$ cat config.mk
export PLATFORM = sky130hd
export DESIGN_NAME = sq_burst_buf
export DESIGN_NICKNAME = d
export VERILOG_FILES = /design/src/rtl/sqb_pkg.sv /design/src/rtl/sqb_decode.sv /design/src/rtl/sqb_queue.sv /design/src/rtl/sqb_burst.sv /design/src/rtl/sq_burst_buf.sv
export SDC_FILE = /design/constraint.sdc
export NUM_CORES = 1
export LEC_CHECK = 0
export BUFFER_PORTS_ARGS = -buffer_cell sky130_fd_sc_hd__buf_4
export CORE_MARGIN = 4
export CORE_UTILIZATION = 50
export DETAILED_ROUTE_END_ITERATION = 6
export PLACE_DENSITY = 0.75
export SYNTH_ARGS = -nofsm -noshare
export SYNTH_HDL_FRONTEND = slang
export SYNTH_SLANG_ARGS = --single-unit
$ cat constraint.sdc
create_clock -name clk -period 10.3 [get_ports clk]
set_clock_uncertainty 0.2 [all_clocks]
set_input_delay 0.515 -clock clk [delete_from_list [all_inputs] [get_ports clk]]
set_output_delay 0.515 -clock clk [all_outputs]
set_load 0.03 [all_outputs]
$ cat src/rtl/sqb_pkg.sv
package sqb_pkg;
   typedef enum logic [1:0] {
      PH_IDLE = 2'd0,
      PH_ADDR = 2'd1,
      PH_DATA = 2'd2
   } phase_t;

   localparam logic [5:0] SQB_WIN_TAG = 6'b111000;
endpackage

$ cat src/rtl/sqb_decode.sv
module sqb_decode #(
   parameter int         ADDR_W = 32,
   parameter int         SLOT_W = 3,
   parameter logic [5:0] TAG    = 6'b111000
) (
   input  logic [ADDR_W-1:0] addr,
   output logic              in_win,
   output logic              aligned,
   output logic              pair_ok,
   output logic              qsel,
   output logic [SLOT_W-1:0] slot,
   output logic [4:0]        blk
);
   assign in_win  = (addr[ADDR_W-1 -: 6] == TAG);
   assign aligned = (addr[1:0] == 2'b00);
   assign pair_ok = ~addr[2];
   assign qsel    = addr[SLOT_W+2];
   assign slot    = addr[SLOT_W+1:2];
   assign blk     = addr[9:5];
endmodule

$ cat src/rtl/sqb_queue.sv
module sqb_queue #(
   parameter int WORD_W = 32,
   parameter int DEPTH  = 8,
   localparam int SLOT_W = $clog2(DEPTH)
) (
   input  logic                clk,
   input  logic                rst_n,
   input  logic                wr_en,
   input  logic                wr_pair,
   input  logic [SLOT_W-1:0]   wr_slot,
   input  logic [2*WORD_W-1:0] wr_data,
   input  logic [SLOT_W-1:0]   rd_slot,
   output logic [WORD_W-1:0]   rd_data
);
   logic [WORD_W-1:0] mem [DEPTH];
   logic [SLOT_W-1:0] nxt_slot;

   assign nxt_slot = wr_slot + SLOT_W'(1);

   always_ff @(posedge clk) begin
      if (!rst_n) begin
         for (int i = 0; i < DEPTH; i++) mem[i] <= '0;
      end else if (wr_en) begin
         mem[wr_slot] <= wr_data[WORD_W-1:0];
         if (wr_pair) mem[nxt_slot] <= wr_data[2*WORD_W-1:WORD_W];
      end
   end

   assign rd_data = mem[rd_slot];
endmodule

$ cat src/rtl/sqb_burst.sv
module sqb_burst
   import sqb_pkg::*;
#(
   parameter int ADDR_W = 32,
   parameter int PAGE_W = 19,
   parameter int DEPTH  = 8,
   localparam int SLOT_W = $clog2(DEPTH),
   localparam int PAD_W  = ADDR_W - PAGE_W - 10
) (
   input  logic              clk,
   input  logic              rst_n,
   input  logic [1:0]        req,
   input  logic [1:0][4:0]   blk,
   input  logic [PAGE_W-1:0] cfg_page,
   output logic              m_avalid,
   output logic [ADDR_W-1:0] m_aaddr,
   input  logic              m_aready,
   output logic              m_dvalid,
   output logic              m_dlast,
   input  logic              m_dready,
   output logic              cur,
   output logic [SLOT_W-1:0] beat,
   output logic              done
);
   phase_t phase;
   logic   last_q;
   logic   pick;
   logic   any_req;
   logic   end_beat;

   assign any_req  = |req;
   assign pick     = req[~last_q] ? ~last_q : last_q;
   assign end_beat = (beat == SLOT_W'(DEPTH-1));

   always_ff @(posedge clk) begin
      if (!rst_n) begin
         phase   <= PH_IDLE;
         cur     <= 1'b0;
         last_q  <= 1'b1;
         beat    <= '0;
         m_aaddr <= '0;
      end else begin
         unique case (phase)
            PH_IDLE: if (any_req) begin
               phase   <= PH_ADDR;
               cur     <= pick;
               last_q  <= pick;
               m_aaddr <= {{PAD_W{1'b0}}, cfg_page, blk[pick], 5'b00000};
            end
            PH_ADDR: if (m_aready) begin
               phase <= PH_DATA;
               beat  <= '0;
            end
            PH_DATA: if (m_dready) begin
               if (end_beat) phase <= PH_IDLE;
               else          beat  <= beat + SLOT_W'(1);
            end
            default: phase <= PH_IDLE;
         endcase
      end
   end

   assign m_avalid = (phase == PH_ADDR);
   assign m_dvalid = (phase == PH_DATA);
   assign m_dlast  = m_dvalid & end_beat;
   assign done     = m_dvalid & m_dready & end_beat;
endmodule

$ cat src/rtl/sq_burst_buf.sv
module sq_burst_buf
   import sqb_pkg::*;
#(
   parameter int ADDR_W = 32,
   parameter int WORD_W = 32,
   parameter int DEPTH  = 8,
   parameter int PAGE_W = 19,
   localparam int SLOT_W = $clog2(DEPTH),
   localparam int NQ     = 2
) (
   input  logic                clk,
   input  logic                rst_n,
   input  logic                st_valid,
   input  logic [ADDR_W-1:0]   st_addr,
   input  logic [2*WORD_W-1:0] st_data,
   input  logic                st_quad,
   output logic                st_stall,
   input  logic                fl_valid,
   input  logic [ADDR_W-1:0]   fl_addr,
   output logic                fl_stall,
   input  logic [PAGE_W-1:0]   cfg_page,
   output logic                err_pulse,
   output logic                m_avalid,
   output logic [ADDR_W-1:0]   m_aaddr,
   input  logic                m_aready,
   output logic                m_dvalid,
   output logic [WORD_W-1:0]   m_wdata,
   output logic                m_dlast,
   input  logic                m_dready
);
   if (DEPTH * WORD_W != 256) begin : g_bad_geom
      $error("queue must hold exactly 32 bytes");
   end
   if (SLOT_W + 4 > 10) begin : g_bad_slot
      $error("slot and queue bits must sit below bit 9");
   end
   if (ADDR_W != PAGE_W + 13) begin : g_bad_page
      $error("page width must leave three zero top bits");
   end

   logic              s_win, s_al, s_pair, s_q;
   logic [SLOT_W-1:0] s_slot;
   logic [4:0]        s_blk;
   logic              f_win, f_al, f_pair, f_q;
   logic [SLOT_W-1:0] f_slot;
   logic [4:0]        f_blk;

   sqb_decode #(.ADDR_W(ADDR_W), .SLOT_W(SLOT_W), .TAG(SQB_WIN_TAG)) u_st_dec (
      .addr(st_addr), .in_win(s_win), .aligned(s_al), .pair_ok(s_pair),
      .qsel(s_q), .slot(s_slot), .blk(s_blk));

   sqb_decode #(.ADDR_W(ADDR_W), .SLOT_W(SLOT_W), .TAG(SQB_WIN_TAG)) u_fl_dec (
      .addr(fl_addr), .in_win(f_win), .aligned(f_al), .pair_ok(f_pair),
      .qsel(f_q), .slot(f_slot), .blk(f_blk));

   logic [NQ-1:0]        busy;
   logic [NQ-1:0][4:0]   blk_q;
   logic                 st_legal, st_hit, st_wr, st_bad;
   logic                 fl_hit, fl_take, fl_bad;
   logic                 cur, done;
   logic [SLOT_W-1:0]    beat;
   logic [NQ-1:0][WORD_W-1:0] q_rd;

   assign st_legal = s_win & s_al & (~st_quad | s_pair);
   assign st_hit   = st_valid & st_legal;
   assign st_stall = st_hit & busy[s_q];
   assign st_wr    = st_hit & ~busy[s_q];
   assign st_bad   = st_valid & ~st_legal;

   assign fl_hit   = fl_valid & f_win;
   assign fl_stall = fl_hit & busy[f_q];
   assign fl_take  = fl_hit & ~busy[f_q];
   assign fl_bad   = fl_valid & ~f_win;

   always_ff @(posedge clk) begin
      if (!rst_n) begin
         busy      <= '0;
         blk_q     <= '0;
         err_pulse <= 1'b0;
      end else begin
         err_pulse <= st_bad | fl_bad;
         for (int q = 0; q < NQ; q++) begin
            if (fl_take && f_q == q[0]) begin
               busy[q]  <= 1'b1;
               blk_q[q] <= f_blk;
            end else if (done && cur == q[0]) begin
               busy[q]  <= 1'b0;
            end
         end
      end
   end

   for (genvar g = 0; g < NQ; g++) begin : g_queue
      sqb_queue #(.WORD_W(WORD_W), .DEPTH(DEPTH)) u_queue (
         .clk     (clk),
         .rst_n   (rst_n),
         .wr_en   (st_wr && s_q == g[0]),
         .wr_pair (st_quad),
         .wr_slot (s_slot),
         .wr_data (st_data),
         .rd_slot (beat),
         .rd_data (q_rd[g]));
   end

   sqb_burst #(.ADDR_W(ADDR_W), .PAGE_W(PAGE_W), .DEPTH(DEPTH)) u_burst (
      .clk      (clk),
      .rst_n    (rst_n),
      .req      (busy),
      .blk      (blk_q),
      .cfg_page (cfg_page),
      .m_avalid (m_avalid),
      .m_aaddr  (m_aaddr),
      .m_aready (m_aready),
      .m_dvalid (m_dvalid),
      .m_dlast  (m_dlast),
      .m_dready (m_dready),
      .cur      (cur),
      .beat     (beat),
      .done     (done));

   assign m_wdata = q_rd[cur];
endmodule

==> flow_summary_export.csv <==
group,metric,value,unit
outcome,run_status,"finished clean",
final_layout,layout-drive-gt1-share,22.5,%
global_route,via_count_of_the_first_global_routing_pass,18900,
global_route,number_of_antenna_violations_at_the_first_check_in_global_routing,2,
synth,postSynth.asyncResetShare,0,%
global_route,most_crowded_layer_gr,"met2",
die,die_area,54500,um^2
global_route,grt_start_max_net_pins,87,
clocking,worst_skew_pair.late_latency,0.60,ns
synth,synth_enable_flop_cells,512,
power_and_ir_drop,power_leakage,0.00904,uW
final_layout,antenna-diode-count,0,
clocking,post_cts_resize_count,0,
clocking,cts_sinks,559,
synth,yosys_register_bits,559,
synth,ys_types,44,
timing,slew_viols_final,0,
die,fp-row-count,82,
synth,sequential_area_share_after_synthesis,64.2,%
global_route,gr-usage-met2,44.4,%
drt,ant_nets,0,
die,boundaryPins,224,
clocking,ctsHtreeMaxLevel,2,
timing,setup-tns-final,0,ns
power_and_ir_drop,power.combinational.fraction,6.5,%
global_route,grt_first_pass_wirelength,113000,um
power_and_ir_drop,power.internal,3770,uW
final_layout,syn_to_final_growth,15.2,%
timing,grt_setup_unrepaired,"false",
clocking,postCtsHoldBufs,23,
setup_path,crit_arrival,3.83,ns
drt,routed_wire_length_per_instance,28.0,um
synth,netlist_top_cells_area,"sky130_fd_sc_hd__edfxtp_1, sky130_fd_sc_hd__mux4_2, sky130_fd_sc_hd__o22ai_1, sky130_fd_sc_hd__nor2_1, sky130_fd_sc_hd__dfxtp_1",
setup_path,crit_path_start_kind,"flip-flop",
flow_run,max_cap_viol_count,0,
setup_path,worst-setup-path-type,"flip-flop to output port",
clocking,clk_pin_slew_worst_paths,0.06,ns
clocking,cts_buffers,56,
setup_path,critical_path.n_buffers_inverters,2,
drt,drc,0,
drt,drt_wl_total,76200,um
timing,timing_hold_violations_final,0,
setup_path,critical_path_required,9.59,ns
setup_path,cpMostUsedCell,"sky130_fd_sc_hd__buf_4",
synth,postSynthCellCount,1885,
timing,final_min_period_over_clock_period,44.1,%
power_and_ir_drop,power_density_of_the_placed_cells,166,nW/um^2
placed_design,final_replace_weighted_congestion,0.794,
placed_design,dpl_wire_length,40600,um
timing,setup-violations-final,0,
drt,detail_route.first_pass.iterations,7,
drt,drt_iter0_markers,2756,
synth,post-synth-top-area-cell,"sky130_fd_sc_hd__edfxtp_1",
final_layout,num-nets-final,2159,
clocking,post-cts-setup-buffers,0,
clocking,clock_path_buffers,3,
power_and_ir_drop,seq_power_share,53.5,%
setup_path,worst_path_dominant_cell_family,"buffers and inverters",
global_route,globalRouteOverflowTotal,0,
synth,synth_top_area_share,60.5,%
die,floorplan.initialDensity,50.7,%
hold_path,type_of_the_worst_min_delay_path,"input port to flip-flop",
timing,holdWs,0.0186,ns
timing,max-slew-margin-rel,16.6,%
synth,synthesis.area,25400,um^2
drt,detail_route.vias_per_cell,6.75,
setup_path,worstPathCellList,"buf_4 -> mux4_2 -> a22oi_1 -> nand2_1 -> buf_4",
clocking,cts_tree,"yes",
power_and_ir_drop,worst_ir_drop_vdd,0.142,mV
die,placeable_area,50200,um^2
power_and_ir_drop,swShare,22.5,%
drt,total_via_count_after_detailed_routing,18400,
global_route,met1_usage,36.3,%
setup_path,critPathCaptureType,"output port",
synth,synth-main-ff-cell,"sky130_fd_sc_hd__edfxtp_1",
setup_path,cp_slowest_cell,"sky130_fd_sc_hd__dfxtp_4",
power_and_ir_drop,share_clk_of_total_power,40.0,%
setup_path,cpPeakStageDelay,1.01,ns
power_and_ir_drop,p_switching,1090,uW
die,die_h,233,um
setup_path,cp_max_fo,49,
clocking,clock-root-buffer,"sky130_fd_sc_hd__clkbuf_16",
die,chipWidth,233,um
timing,fin_crit,4.55,ns
global_route,globalRouteTotalUtil,27.8,%
synth,yosys_warnings,0,
global_route,grt_use_met3,8.38,%
placed_design,place.port_buffers,174,
timing,timing_worst_slew_pin_value,1.25,ns
timing,max_fclk,220,MHz
synth,syn_avg_cell_area,13.5,um^2
per-layer routing:
layer / wire length (um) / vias to the layer above
met2: 36100 / 1585
met1: 25400 / 8906
met4: 2870 / 4
li1: - / 7636
met3: 11800 / 248
met5: 26 / -
tightest hold or removal path, delay by kind of cell:
| kind | cells | cell delay [ns] |
|---|---|---|
| and+or+nand+nor | 2 | 0.11 |
| buffers and inverters | 1 | 0.10 |
| AOI/OAI and AO/OA | 1 | 0.06 |
flip-flops by register name, indices dropped and copies added, names as in the netlist, named ones only:
signal,count
u_burst.beat,3
busy,2
blk_q,10
g_queue.u_queue.mem,512
err_pulse,1
u_burst.m_aaddr,24
u_burst.cur,1
u_burst.phase,2
u_burst.last_q,1
Yosys cell counts, types with 2 or more instances:
master                     instances
sky130_fd_sc_hd__a31oi_1           2
sky130_fd_sc_hd__buf_4            26
sky130_fd_sc_hd__mux2i_1          10
sky130_fd_sc_hd__o21ai_0          36
sky130_fd_sc_hd__edfxtp_1        512
sky130_fd_sc_hd__and3_1            2
sky130_fd_sc_hd__dfxtp_1          47
sky130_fd_sc_hd__o221ai_1          8
sky130_fd_sc_hd__ha_1              3
sky130_fd_sc_hd__nand2_1         180
sky130_fd_sc_hd__nand4_4           4
sky130_fd_sc_hd__nand4_1           3
sky130_fd_sc_hd__buf_6             5
sky130_fd_sc_hd__nor3_1            2
sky130_fd_sc_hd__a22oi_1          64
sky130_fd_sc_hd__nor2_1          265
sky130_fd_sc_hd__or2_2             4
sky130_fd_sc_hd__and2_1            4
sky130_fd_sc_hd__nor2b_1           5
sky130_fd_sc_hd__mux4_2          128
sky130_fd_sc_hd__clkbuf_1         61
sky130_fd_sc_hd__inv_1             6
sky130_fd_sc_hd__buf_2            89
sky130_fd_sc_hd__buf_1             6
sky130_fd_sc_hd__a311oi_1          5
sky130_fd_sc_hd__o22ai_1         256
sky130_fd_sc_hd__a21oi_1          33
sky130_fd_sc_hd__nor4b_2           2
sky130_fd_sc_hd__nand4b_1          2
sky130_fd_sc_hd__o21a_1            2
sky130_fd_sc_hd__nand3_1          98
sky130_fd_sc_hd__nand2b_1          3
cell type report:
| cell class | count | area, um^2 |
|---|---|---|
| fill | 3731 | 20900 |
| sequential | 559 | 16300 |
| multi-input combinational | 1140 | 8520 |
| timing repair buffer | 239 | 1850 |
| clock buffer | 73 | 1490 |
| tap | 672 | 841 |
| clock inverter | 32 | 235 |
| inverter | 6 | 22.5 |
worst paths after layout:
kind | start | to | slack [ns] | cells after the start
max | flip-flop | m_wdata[29] | 5.75 | 5
min | m_dready | u_burst.phase[1] | 0.02 | 4
max reg2reg | busy[0] | g_queue[0].u_queue.mem[6][3] | 6.34 | 5
min reg2reg | blk_q[5] | blk_q[5] | 0.27 | 2
power groups by stage:
| stage | clock (uW) | combinational, uW | sequential, uW |
|---|---|---|---|
| floorplan | 0 | 157 | 2640 |
| CTS | 1960 | 309 | 2600 |
| detailed placement | 0 | 301 | 2650 |
| global route | 2050 | 327 | 2610 |
| finish | 1950 | 316 | 2600 |
| global placement | 0 | 297 | 2640 |
cell usage in the layout (no fill, tap or decap), types with 8 or more instances in the layout:
| master | instances |
|---|---|
| sky130_fd_sc_hd__conb_1 | 8 |
| sky130_fd_sc_hd__dfxtp_1 | 45 |
| sky130_fd_sc_hd__nor2_1 | 263 |
| sky130_fd_sc_hd__o21ai_4 | 8 |
| sky130_fd_sc_hd__a21oi_1 | 33 |
| sky130_fd_sc_hd__mux2i_1 | 10 |
| sky130_fd_sc_hd__a22oi_1 | 64 |
| sky130_fd_sc_hd__buf_4 | 216 |
| sky130_fd_sc_hd__clkbuf_16 | 57 |
| sky130_fd_sc_hd__o21ai_0 | 28 |
| sky130_fd_sc_hd__clkinv_2 | 9 |
| sky130_fd_sc_hd__clkbuf_1 | 16 |
| sky130_fd_sc_hd__clkinv_1 | 14 |
| sky130_fd_sc_hd__o221ai_4 | 8 |
| sky130_fd_sc_hd__nand3_1 | 94 |
| sky130_fd_sc_hd__nand2_1 | 180 |
| sky130_fd_sc_hd__dlygate4sd3_1 | 23 |
| sky130_fd_sc_hd__o22ai_1 | 256 |
| sky130_fd_sc_hd__edfxtp_1 | 512 |
| sky130_fd_sc_hd__mux4_2 | 128 |
logic make-up (layout without fill, tap and decap cells):
| family | Yosys count | in the layout | synth area share (%) |
|---|---|---|---|
| multiplexers | 138 | 138 | 11.7 |
| adder cells (fa/ha/maj) | 3 | 3 | 0.148 |
| AND/OR/NAND/NOR | 582 | 582 | 9.91 |
| flip-flops | 559 | 559 | 64.2 |
| other | 1 | 8 | 0.0148 |
| AO/OA/AOI/OAI | 407 | 407 | 10.1 |
| buffers and inverters | 193 | 350 | 3.82 |
| XOR/XNOR | 2 | 2 | 0.0689 |
per-stage QoR:
stage / util [%] / total power, uW / cells / setup slack [ns] / area (um^2)
2_1_floorplan: - / 2800 / 1892 / 5.98 / 25400
3_3_place_gp: 54.5 / 2940 / 2593 / 5.76 / 27300
3_5_place_dp: 54.5 / 2950 / 2593 / 5.74 / 27300
4_1_cts: 58.4 / 4870 / 2721 / 5.63 / 29300
5_1_grt: 58.4 / 4990 / 2721 / 5.37 / 29300
6_report: 58.4 / 4870 / 2721 / 5.75 / 29300
Power figures use the tool's default switching activity.
